**src/rtl/addr_dec_pkg.sv**
```systemverilog
package addr_dec_pkg;

    // Region boundaries of the 32-bit space
    localparam logic [31:0] INT_TOP   = 32'h0040_0000;
    localparam logic [31:0] PER_BASE  = 32'hFFC0_0000;
    localparam int          PER_SPAN_AW = 22;   // 4 MB peripheral region
    localparam int          PER_WIN_AW  = 14;   // 16 KB per peripheral
    localparam int          SLOT_W      = PER_SPAN_AW - PER_WIN_AW;

    typedef enum logic [1:0] {
        SZ_BYTE = 2'd0,
        SZ_HALF = 2'd1,
        SZ_WORD = 2'd2
    } acc_size_e;

    typedef enum logic {
        MAP_BOOT  = 1'b0,
        MAP_REMAP = 1'b1
    } map_state_e;

endpackage

```
**src/rtl/remap_fsm.sv**
```systemverilog
module remap_fsm
    import addr_dec_pkg::*;
(
    input  logic clk,
    input  logic rst_n,
    input  logic cmd_wr,
    input  logic cmd_bit,
    output logic remapped
);

    map_state_e state_q;
    map_state_e state_d;

    // next-state logic
    always_comb begin
        state_d = state_q;
        unique case (state_q)
            MAP_BOOT:  if (cmd_wr && cmd_bit) state_d = MAP_REMAP; // remap_cmd
            MAP_REMAP: state_d = MAP_REMAP;                        // only reset exits
            default:   state_d = MAP_BOOT;
        endcase
    end

    // state register
    always_ff @(posedge clk or negedge rst_n) begin
        if (!rst_n) state_q <= MAP_BOOT;
        else        state_q <= state_d;
    end

    // outputs
    always_comb begin
        remapped = (state_q == MAP_REMAP);
    end

    assert_remap_sticky_R5: assert property (@(posedge clk) disable iff (!rst_n)
        (state_q == MAP_REMAP) |=> (state_q == MAP_REMAP));

    assert_zero_cmd_ignored_R4: assert property (@(posedge clk) disable iff (!rst_n)
        (state_q == MAP_BOOT && cmd_wr && !cmd_bit) |=> (state_q == MAP_BOOT));

    assert_cmd_takes_R3: assert property (@(posedge clk) disable iff (!rst_n)
        (cmd_wr && cmd_bit) |=> remapped);

endmodule

```
**src/rtl/ext_bank_match.sv**
```systemverilog
module ext_bank_match #(
    parameter int                    NUM_BANKS = 8,
    parameter int                    BANK_AW   = 20,
    parameter logic [NUM_BANKS-1:0]  BANK_EN   = '1,
    parameter logic [31:0]           EXT_LO    = 32'h0040_0000
) (
    input  logic [31:0]          addr,
    output logic [NUM_BANKS-1:0] hit
);

    localparam int TAG_W = 32 - BANK_AW;

    for (genvar k = 0; k < NUM_BANKS; k++) begin : g_bank
        localparam logic [31:0] BASE = EXT_LO + (32'(k) << BANK_AW);
        if (BANK_EN[k]) begin : g_on
            assign hit[k] = (addr[31:BANK_AW] == BASE[31:BANK_AW]);
        end else begin : g_off
            assign hit[k] = 1'b0;
        end
    end

    logic [TAG_W-1:0] unused_tag;
    assign unused_tag = '0;

    always_comb begin
        assert_bank_onehot_R7: assert ($onehot0(hit));
    end

endmodule

```
**src/rtl/addr_remap_decoder.sv**
```systemverilog
module addr_remap_decoder
    import addr_dec_pkg::*;
#(
    parameter int                   NUM_BANKS = 8,
    parameter int                   BANK_AW   = 20,
    parameter logic [NUM_BANKS-1:0] BANK_EN   = '1,
    parameter int                   BOOT_AW   = 20,
    parameter int                   REMAP_BIT = 0
) (
    input  logic                 clk,
    input  logic                 rst_n,
    input  logic                 acc_valid,
    input  logic [31:0]          acc_addr,
    input  logic [1:0]           acc_size,
    input  logic                 cfg_wr,
    input  logic [31:0]          cfg_wdata,
    output logic                 sel_mem,
    output logic                 sel_ext,
    output logic                 sel_per,
    output logic [NUM_BANKS-1:0] cs_sel,
    output logic [31:0]          out_addr,
    output logic [SLOT_W-1:0]    per_slot,
    output logic                 abort
);

    localparam logic [31:0]          EXT_LO    = INT_TOP;
    localparam logic [NUM_BANKS-1:0] BOOT_MASK = NUM_BANKS'(1);

    logic                 remapped;
    logic                 boot_alias;
    logic [31:0]          eff_addr;
    logic [NUM_BANKS-1:0] bank_hit;
    logic [NUM_BANKS-1:0] bank_ok;

    remap_fsm u_fsm (
        .clk      (clk),
        .rst_n    (rst_n),
        .cmd_wr   (cfg_wr),
        .cmd_bit  (cfg_wdata[REMAP_BIT]),
        .remapped (remapped)
    );

    // boot device redirect of the low window while not remapped
    always_comb begin
        boot_alias = !remapped && (acc_addr[31:BOOT_AW] == '0);
        eff_addr   = boot_alias ? (EXT_LO | 32'(acc_addr[BOOT_AW-1:0])) : acc_addr;
    end

    ext_bank_match #(
        .NUM_BANKS (NUM_BANKS),
        .BANK_AW   (BANK_AW),
        .BANK_EN   (BANK_EN),
        .EXT_LO    (EXT_LO)
    ) u_match (
        .addr (eff_addr),
        .hit  (bank_hit)
    );

    assign bank_ok = bank_hit & (remapped ? {NUM_BANKS{1'b1}} : BOOT_MASK);

    // output decode
    always_comb begin
        sel_mem  = 1'b0;
        sel_ext  = 1'b0;
        sel_per  = 1'b0;
        cs_sel   = '0;
        abort    = 1'b0;
        per_slot = '0;
        out_addr = eff_addr;
        if (acc_valid) begin
            if (eff_addr < INT_TOP) begin
                sel_mem = 1'b1;
            end else if (eff_addr >= PER_BASE) begin
                sel_per  = 1'b1;
                per_slot = eff_addr[PER_SPAN_AW-1:PER_WIN_AW];
                if (acc_size_e'(acc_size) != SZ_WORD) out_addr[1:0] = 2'b00;
            end else begin
                sel_ext = 1'b1;
                cs_sel  = bank_ok;
                abort   = (bank_ok == '0);
            end
        end
    end

    assert_region_onehot_R2: assert property (@(posedge clk) disable iff (!rst_n)
        acc_valid |-> $onehot({sel_mem, sel_ext, sel_per}));

    assert_idle_quiet_R12: assert property (@(posedge clk) disable iff (!rst_n)
        !acc_valid |-> (!abort && cs_sel == '0 && !sel_mem && !sel_ext && !sel_per));

    assert_abort_ext_only_R10: assert property (@(posedge clk) disable iff (!rst_n)
        abort |-> sel_ext);

    assert_cs_blocked_R8: assert property (@(posedge clk) disable iff (!rst_n)
        (cs_sel[NUM_BANKS-1:1] != '0) |-> remapped);

    assert_cs_xor_abort_R9: assert property (@(posedge clk) disable iff (!rst_n)
        sel_ext |-> ($onehot(cs_sel) != abort));

    assert_per_aligned_R11: assert property (@(posedge clk) disable iff (!rst_n)
        (sel_per && acc_size != 2'd2) |-> (out_addr[1:0] == 2'b00));

    assert_boot_cs0_R1: assert property (@(posedge clk) disable iff (!rst_n)
        (acc_valid && !remapped && acc_addr[31:BOOT_AW] == '0) |-> cs_sel[0]);

endmodule

```
**config.mk**
```make
export PLATFORM = sky130hd
export DESIGN_NAME = addr_remap_decoder
export DESIGN_NICKNAME = d
export VERILOG_FILES = /design/src/rtl/addr_dec_pkg.sv /design/src/rtl/remap_fsm.sv /design/src/rtl/ext_bank_match.sv /design/src/rtl/addr_remap_decoder.sv
export SDC_FILE = /design/constraint.sdc
export NUM_CORES = 1
export LEC_CHECK = 0
export CAP_MARGIN = 20
export CORE_AREA = 2 2 46 48
export CTS_BUF_LIST = sky130_fd_sc_hd__clkbuf_8
export DETAILED_ROUTE_END_ITERATION = 16
export DIE_AREA = 0 0 48 50
export DONT_BUFFER_PORTS = 1
export MAX_ROUTING_LAYER = met4
export PLACE_DENSITY = 0.59
export REMOVE_ABC_BUFFERS = 1
export SKIP_LAST_GASP = 1
export SYNTH_ARGS = -nofsm -noshare
export SYNTH_HDL_FRONTEND = slang
export SYNTH_HIERARCHICAL = 1
export SYNTH_SLANG_ARGS = --single-unit
```
**constraint.sdc**
```tcl
create_clock -name clk -period 2.67 [get_ports clk]
set_clock_uncertainty 0.05 [all_clocks]
set_input_delay 0.534 -clock clk [delete_from_list [all_inputs] [get_ports clk]]
set_output_delay 0.534 -clock clk [all_outputs]
set_load 0.005 [all_outputs]
```
Word-level counts from Yosys, hierarchy flattened
Index checks and enable logic that the tools add are counted.
{"block": "totals", "ff_bits": 1, "elab_cells": 44, "input_bits": 70, "output_inout_bits": 52}
{"block": "op_classes", "muxes": 25, "order_cmp": 2, "reduce_logical": 5, "eq_ne": 9, "n_bitwise": 2}
{"cell": "$mux W8", "n": 7}
{"cell": "$eq A12 B3 Y1 const B", "n": 4}
{"cell": "$eq A12 B4 Y1 const B", "n": 4}
{"cell": "$ge A32 B32 Y1 const B", "n": 1}
{"cell": "$lt A32 B23 Y1 const B", "n": 1}
{"cell": "$mux W32", "n": 1}
{"cell": "$logic_not A12 Y1", "n": 1}
{"cell": "$mux W1", "n": 12}
{"cell": "$and A8 B8 Y8", "n": 1}
{"cell": "$logic_not A8 Y1", "n": 1}
{"cell": "$mux W2", "n": 4}
{"cell": "$logic_and A1 B1 Y1", "n": 2}
{"cell": "$ne A2 B2 Y1 const B", "n": 1}
{"cell": "$pmux W1 S2", "n": 1}
{"cell": "$logic_not A1 Y1", "n": 1}
{"cell": "$not A1 Y1", "n": 1}

Logic depth before layout (Yosys ltp)
Gate-level depths: netlist (run 1).
{"block": "depth", "ltp_word": 9, "ltp_mapped": 7, "ltp_nobuf": 7}

Modules after synthesis
The synthesis (run 1) kept the hierarchy.
{"mod": "addr_remap_decoder", "seq_area_each_um2": 0.0, "area_each_um2": 485.5, "cells_per_inst": 80, "instances": 1}
{"mod": "ext_bank_match", "seq_area_each_um2": 0.0, "area_each_um2": 110.1, "cells_per_inst": 17, "instances": 1}
{"mod": "remap_fsm", "seq_area_each_um2": 25.0, "area_each_um2": 32.5, "cells_per_inst": 2, "instances": 1}

Worst setup path after synthesis (run 1)
No wires, ideal clock.
{"block": "synth_path", "path_type": "in2out", "from": "in acc_addr[30]", "to": "out abort", "t_arrival_ns": 2.060, "path_slack_ns": 0.026, "cell_stages": 7, "t_required_ns": 2.086, "path_buffers": 0, "path_cell_list": "nor4_2 -> a41o_1 -> or3b_2 -> nor4_1 -> nor4_1 -> a21boi_0 -> nor4_1"}
{"block": "synth_between", "elab_chain_len": 9, "elab_cells_between_ends": 18, "classes_between": "2 x order compare; 8 x eq/ne; 4 x mux; 1 x bitwise; 3 x reduce/logical"}
{"element": "from (decl)", "line": "addr_remap_decoder.sv:13", "text": "input logic [31:0] acc_addr,"}
{"element": "$logic_not A12 Y1", "line": "addr_remap_decoder.sv:45", "text": "boot_alias = !remapped && (acc_addr[31:BOOT_AW] == '0);"}
{"element": "$logic_and A1 B1 Y1", "line": "addr_remap_decoder.sv:45"}
{"element": "$mux W32", "line": "addr_remap_decoder.sv:46", "text": "eff_addr = boot_alias ? (EXT_LO | 32'(acc_addr[BOOT_AW-1:0])) : acc_addr;"}
{"element": "via out_addr[22]", "line": "addr_remap_decoder.sv:21", "text": "output logic [31:0] out_addr,"}
{"element": "$eq A12 B3 Y1", "line": "ext_bank_match.sv:16", "text": "assign hit[k] = (addr[31:BANK_AW] == BASE[31:BANK_AW]);"}
{"element": "via bank_hit[1]", "line": "addr_remap_decoder.sv:32", "text": "logic [NUM_BANKS-1:0] bank_hit;"}
{"element": "$and A8 B8 Y8", "line": "addr_remap_decoder.sv:59", "text": "assign bank_ok = bank_hit & (remapped ? {NUM_BANKS{1'b1}} : BOOT_MASK);"}
{"element": "$logic_not A8 Y1", "line": "addr_remap_decoder.sv:80", "text": "abort = (bank_ok == '0);"}
{"element": "$mux W1", "line": "addr_remap_decoder.sv:73", "text": "end else if (eff_addr >= PER_BASE) begin"}
{"element": "$mux W1", "line": "addr_remap_decoder.sv:71", "text": "if (eff_addr < INT_TOP) begin"}
{"element": "$mux W1", "line": "addr_remap_decoder.sv:70", "text": "if (acc_valid) begin"}
{"element": "to (decl)", "line": "addr_remap_decoder.sv:23", "text": "output logic abort"}
The timed path passes the listed nets, and every way through them passes these cells.

Final worst setup path (run 1)
{"block": "layout_path", "from": "in acc_addr[26]", "to": "out abort"}
{"block": "layout_between", "elab_chain_len": 9, "elab_cells_between_ends": 18, "classes_between": "2 x order compare; 8 x eq/ne; 4 x mux; 1 x bitwise; 3 x reduce/logical"}
{"element": "$logic_not A12 Y1", "line": "addr_remap_decoder.sv:45"}
{"element": "$logic_and A1 B1 Y1", "line": "addr_remap_decoder.sv:45"}
{"element": "$mux W32 *", "line": "addr_remap_decoder.sv:46"}
{"element": "$eq A12 B4 Y1 *", "line": "ext_bank_match.sv:16"}
{"element": "via bank_hit[4]", "line": "addr_remap_decoder.sv:32"}
{"element": "$and A8 B8 Y8 *", "line": "addr_remap_decoder.sv:59"}
{"element": "$logic_not A8 Y1 *", "line": "addr_remap_decoder.sv:80"}
{"element": "$mux W1 *", "line": "addr_remap_decoder.sv:73"}
{"element": "$mux W1 *", "line": "addr_remap_decoder.sv:71"}
{"element": "$mux W1 *", "line": "addr_remap_decoder.sv:70"}
The timed path passes the listed nets; every way through them passes the cells marked *.

==> metrics.cfg, run 1 <==
[outcome]
outcome=finished, final reports clean

[detailed_routing]
route.detailed.drc=0
detailroute.via_count=597
route.antenna.remaining_nets=0
number_of_drc_markers_in_iteration_0=11
wirelength_um=2320
viasPerCell=6.35
drt_pass1_iterations=4
detail_route.wl_per_cell_um=24.6

[yosys]
yosys.area.top_type=buf_4
ys_seq_area_share_pct=3.98
synth.cell_area_um2=628
yosys.cell_types.count=24
ys.warnings.count=6
syn-mean-instance-area_um2=6.34
synth_cells=99
netlist_top_cells_area=buf_4, nor4_1, and2_1, nor3_1, clkbuf_1
post-synth-top-area-fraction_pct=22.7
synth_register_bits=1

[worst_setup_path]
worstSetupStartpointType=input pin
crit_arrival_ns=1.99
worst_endpoint_required_time_ns=2.09
crit_path_start=acc_addr[26]
cp_num_buf_inv=1
timing.rr.start=u_fsm/remapped
type_of_destination_of_the_critical_path=primary output
critical_path.slowest_cell=or3b_2
cp_slowest_stage_delay_ns=0.47
worst-path-max-fanout=5
path_class=input pin to primary output
critical_path.top_delay_family=simple AND/OR/NAND/NOR gates
crit_chain=nor3_1, a41o_1, buf_4, or3b_2, nor4_2, nor3_1, a21boi_1, nor4_2

[sta]
tns_ns=0
timing_worst_slew_pin_value_ns=0.635
setup_repair_after_global_routing_missed_its_margin=yes
setup_viol=0
hold_viol_final=0
max-slew-margin-rel_pct=57.4
final_min_period_over_clock_period_pct=96.2
postLayoutSetupSlackWorst_ns=0.100
final_max_slew_violation_count=0
clock.fmax_ghz=0.389
layout_min_cycle_time_ns=2.57

[floorplanning]
rows=16
chipWidth_um=48
floorplan.die_area_mm2=0.00240
core-area_mm2=0.00190
die_height_um=50
floorplan.initialDensity_pct=33.0
num_io_pins=122

[global_routing]
gr-usage-all-layers_pct=17.8
number_of_global_route_vias_before_repair=550
grt_antenna_before_repair=0
grt_start_max_net_pins=12
globalRouteOverflowTotal=0
grt_first_pass_wirelength_um=2970

[power_and_ir_drop]
share_seq_of_total_power_pct=38.7
switching_power_mw=0.0139
pwr-share-clk_pct=0
power_mw=0.0399
powerDensity_mw_per_mm2=74.0
power.share.combinational_pct=61.3
vdd_drop_max_uv=72.5
intPower_mw=0.0260
total_leakage_power_nw=0.153
swShare_pct=34.7

[finish]
layout-drive-gt1-share_pct=23.9
max_ffs_per_register=1
synthToLayoutAreaGrowth_pct=-14.1
layout_common_cells=nor3_1, and2_1, nand2_1, nor4_2, nor4_1
finalNetCount=139
mostFrequentLayoutCell=nor3_1
diodes=0

[worst_hold_path]
worstHoldPathType=input pin to asynchronous set/reset pin

[placement]
place_hpwl_um=2000
pre_cts_slack_ns=-0.0877
io_buffers=0
gp_congestion=0.832

[clock_tree]
clock_latency_ns=0
cts_hold_repair.buffers=0
cts.clk_slew.worst_paths_ns=0

[job]
cap_viol_max_count=0

==> power groups by stage <==
stage | Clock, mW | Sequential (mW) | Combinational [mW]
finish | 0 | 0.0154 | 0.0245
global route | 0 | 0.0154 | 0.0271
CTS | 0 | 0.0154 | 0.0200
detailed placement | 0 | 0.0154 | 0.0193
global placement | 0 | 0.0154 | 0.0187
floorplan | 0 | 0.0154 | 0.0153
==> layer usage <==
metal	part of all wire, %	GRT usage (%)	vias to the layer above	routed length [um]
li1	-	-	260	-
met1	31	17.0	269	719
met2	45	27.1	66	1040
met3	24	17.9	2	550
met4	0.17	0.450	0	4
met5	0	-	-	0
==> logic make-up (layout without fill, tap and decap cells) <==
group / count (synthesis) / after routing / share of synthesized area [%]
simple gates: 57 / 57 / 55.2
buf+inv: 36 / 4 / 34.5
compound gates: 5 / 5 / 6.37
flops: 1 / 1 / 3.98
==> worst paths after layout <==
path	cells past startpoint	slack, ns	end
max	8	0.10	abort
min	0	0.19	u_fsm/remapped
max reg2reg	1	1.93	u_fsm/remapped
min reg2reg	1	0.49	u_fsm/remapped
max in group asynchronous	0	2.31	u_fsm/remapped
min in group clk	1	0.49	u_fsm/remapped
==> final cells by class <==
| type | instances | area [um2] |
|---|---|---|
| fill | 216 | 1360 |
| inverter | 2 | 7.51 |
| multi-input combinational | 62 | 458 |
| sequential | 1 | 25.0 |
| tap | 27 | 33.8 |
| timing repair buffer | 2 | 15.0 |
==> synthesized netlist by cell type <==
cell type	n
buf_2	2
buf_1	1
a41o_1	1
nor4_1	12
nor3_2	2
and4b_1	1
buf_4	19
nand2b_1	2
dfrtp_1	1
nand4_1	2
nor3_1	11
clkbuf_1	11
or3b_2	2
nor4_2	1
a21o_1	1
buf_6	1
nand3b_1	2
inv_1	2
a21boi_0	3
nand3_1	1
nor2_1	1
nand2_1	8
and2_1	10
or4_1	2
==> through the flow <==
step                std cells  util [%]  cell area, um2  hold WS [ns]
global route               94      28.4             539         0.188
floorplan                  65         -             419         0.188
detailed placement         94      24.6             468         0.188
global placement           94      24.6             468         0.188
CTS                        94      25.3             480         0.188
finish                     94      28.4             539         0.188
==> repair_timing <==
item	CTS	global route
pin swaps	0	3
endpoints found under the setup margin	3	6
resized for setup	2	11
setup buffers	0	0
No activity file was read; power rests on OpenSTA's default activity.
==> inputs of run 2 (changes only) <==
--- a/config.mk
+++ b/config.mk
@@ -6,13 +6,13 @@
 export NUM_CORES = 1
 export LEC_CHECK = 0
 export CAP_MARGIN = 20
-export CORE_AREA = 2 2 46 48
+export CORE_AREA = 2 2 47 49
 export CTS_BUF_LIST = sky130_fd_sc_hd__clkbuf_8
 export DETAILED_ROUTE_END_ITERATION = 16
-export DIE_AREA = 0 0 48 50
+export DIE_AREA = 0 0 49 51
 export DONT_BUFFER_PORTS = 1
 export MAX_ROUTING_LAYER = met4
-export PLACE_DENSITY = 0.59
+export PLACE_DENSITY = 0.57
 export REMOVE_ABC_BUFFERS = 1
 export SKIP_LAST_GASP = 1
 export SYNTH_ARGS = -nofsm -noshare
==> metrics.cfg, run 2 (synthesis gave the netlist of run 1 again) <==
[floorplanning]
chipWidth_um=49
num_io_pins=122
floorplan.initialDensity_pct=30.4
floorplan.die_area_mm2=0.00250
core-area_mm2=0.00206
die_height_um=51
rows=17

[sta]
setup_repair_after_global_routing_missed_its_margin=yes
final_max_slew_violation_count=0
max-slew-margin-rel_pct=57.8
holdWs_ns=0.188
hold_viol_final=0
setup_viol=0
final_min_period_over_clock_period_pct=98.9
clock.fmax_ghz=0.379
layout_min_cycle_time_ns=2.64
timing_worst_slew_pin_value_ns=0.629

[worst_setup_path]
worst-path-max-fanout=4
ff2ff_setup_slack_ns=1.94
critical_path.slowest_cell=or3b_4
crit_arrival_ns=2.06
crit_path_start=acc_addr[30]
worstSetupStartpointType=input pin
critical_path.most_common_cell=nor4_4
timing.rr.start=u_fsm/remapped
cp_slowest_stage_delay_ns=0.40
crit_chain=nor4_4, a41o_1, buf_4, or3b_4, nor4_4, nor4_1, a21boi_1, nor4_2
type_of_destination_of_the_critical_path=primary output
worst_endpoint_required_time_ns=2.09
path_class=input pin to primary output

[finish]
finalNetCount=140
layout-drive-gt1-share_pct=26.5
nFillCells=231
post-route-cell-area_um2=563
max_ffs_per_register=1
synthToLayoutAreaGrowth_pct=-10.4
layout_common_cells=nor3_1, and2_1, nand2_1, nor4_2, nor4_1
diodes=0
mostFrequentLayoutCell=nor3_1
instances_no_fill=96

[clock_tree]
cts.clk_slew.worst_paths_ns=0
cts_hold_repair.buffers=0
clock_latency_ns=0

[detailed_routing]
route.antenna.remaining_nets=0
detail_route.wl_per_cell_um=22.9
wirelength_um=2200
detailroute.via_count=597
viasPerCell=6.22
drt_pass1_iterations=4
route.detailed.drc=0
number_of_drc_markers_in_iteration_0=7

[job]
cap_viol_max_count=0

[global_routing]
grt_first_pass_wirelength_um=2930
grt_start_max_net_pins=12
grt_antenna_before_repair=0
number_of_global_route_vias_before_repair=549
globalRouteOverflowTotal=0
gr-usage-all-layers_pct=16.2

[placement]
placement.cell_area_um2=469
place_hpwl_um=1880
placed_instance_count=95
io_buffers=0
gp_congestion=0.797

[worst_hold_path]
worstHoldPathType=input pin to asynchronous set/reset pin

[power_and_ir_drop]
intPower_mw=0.0270
power.share.combinational_pct=63.2
switching_power_mw=0.0150
vdd_drop_max_uv=71.4
swShare_pct=35.6
pwr-share-clk_pct=0
total_leakage_power_nw=0.164
share_seq_of_total_power_pct=36.8
powerDensity_mw_per_mm2=74.6

[outcome]
outcome=finished, final reports clean

==> run 2: changes by cell type in the layout (fill, tap and decap cells not counted) <==
cell,change
nor4_1,-1
buf_4,+1
nor4_4,+1
==> run 2: critical path: cells and delay by family <==
family	cells	cell delay, ns
buffers and inverters	1	0.12
and+or+nand+nor	5	0.99
AOI/OAI and AO/OA	2	0.42
==> run 2: worst paths after layout <==
check | end | depth (start not counted)
worst max register to register | u_fsm/remapped | 1
worst min-delay path | u_fsm/remapped | 0
worst min register to register | u_fsm/remapped | 1
min in group clk | u_fsm/remapped | 1
max in group asynchronous | u_fsm/remapped | 0
worst max-delay path | abort | 8
==> run 2: final cells by class <==
cell class                 count  area [um2]  area share [%]
multi-input combinational     62         473            84.0
timing repair buffer           3        22.5            4.00
tap                           28        35.0            6.22
inverter                       2        7.51            1.33
sequential                     1        25.0            4.44
==> run 2: power groups by stage <==
| stage | clock network [mW] | logic (mW) | registers, mW |
|---|---|---|---|
| floorplan | 0 | 0.0153 | 0.0154 |
| detailed placement | 0 | 0.0191 | 0.0154 |
| finish | 0 | 0.0266 | 0.0154 |
| CTS | 0 | 0.0198 | 0.0154 |
| global placement | 0 | 0.0188 | 0.0154 |
| global route | 0 | 0.0286 | 0.0154 |
==> run 2: layer usage <==
layer	wire [um]	GRT usage [%]	up-vias	part of all wire (%)
li1	-	-	261	-
met3	553	17.0	2	25
met2	921	23.5	64	42
met1	685	14.8	270	31
met5	0	-	-	0
met4	44	3.33	0	2.0
==> run 2: repair_timing <==
item                                    4_1_cts  5_1_grt
pin swaps                                     0        4
hold endpoints to repair                      0        0
endpoints found under the setup margin        3        6
resized for setup                             2       13
setup buffers                                 0        1
==> run 2: stage by stage <==
| step | total power [mW] | setup TNS (ns) | worst slack [ns] | util (%) |
|---|---|---|---|---|
| 2_1_floorplan | 0.0307 | 0 | 0.0263 | - |
| 3_3_place_gp | 0.0342 | -0.0592 | -0.0592 | 22.7 |
| 3_5_place_dp | 0.0345 | -0.177 | -0.0916 | 22.7 |
| 4_1_cts | 0.0353 | -0.0334 | -0.0334 | 23.3 |
| 5_1_grt | 0.0440 | -0.0393 | -0.0317 | 27.3 |
| 6_report | 0.0420 | 0 | 0.0291 | 27.3 |
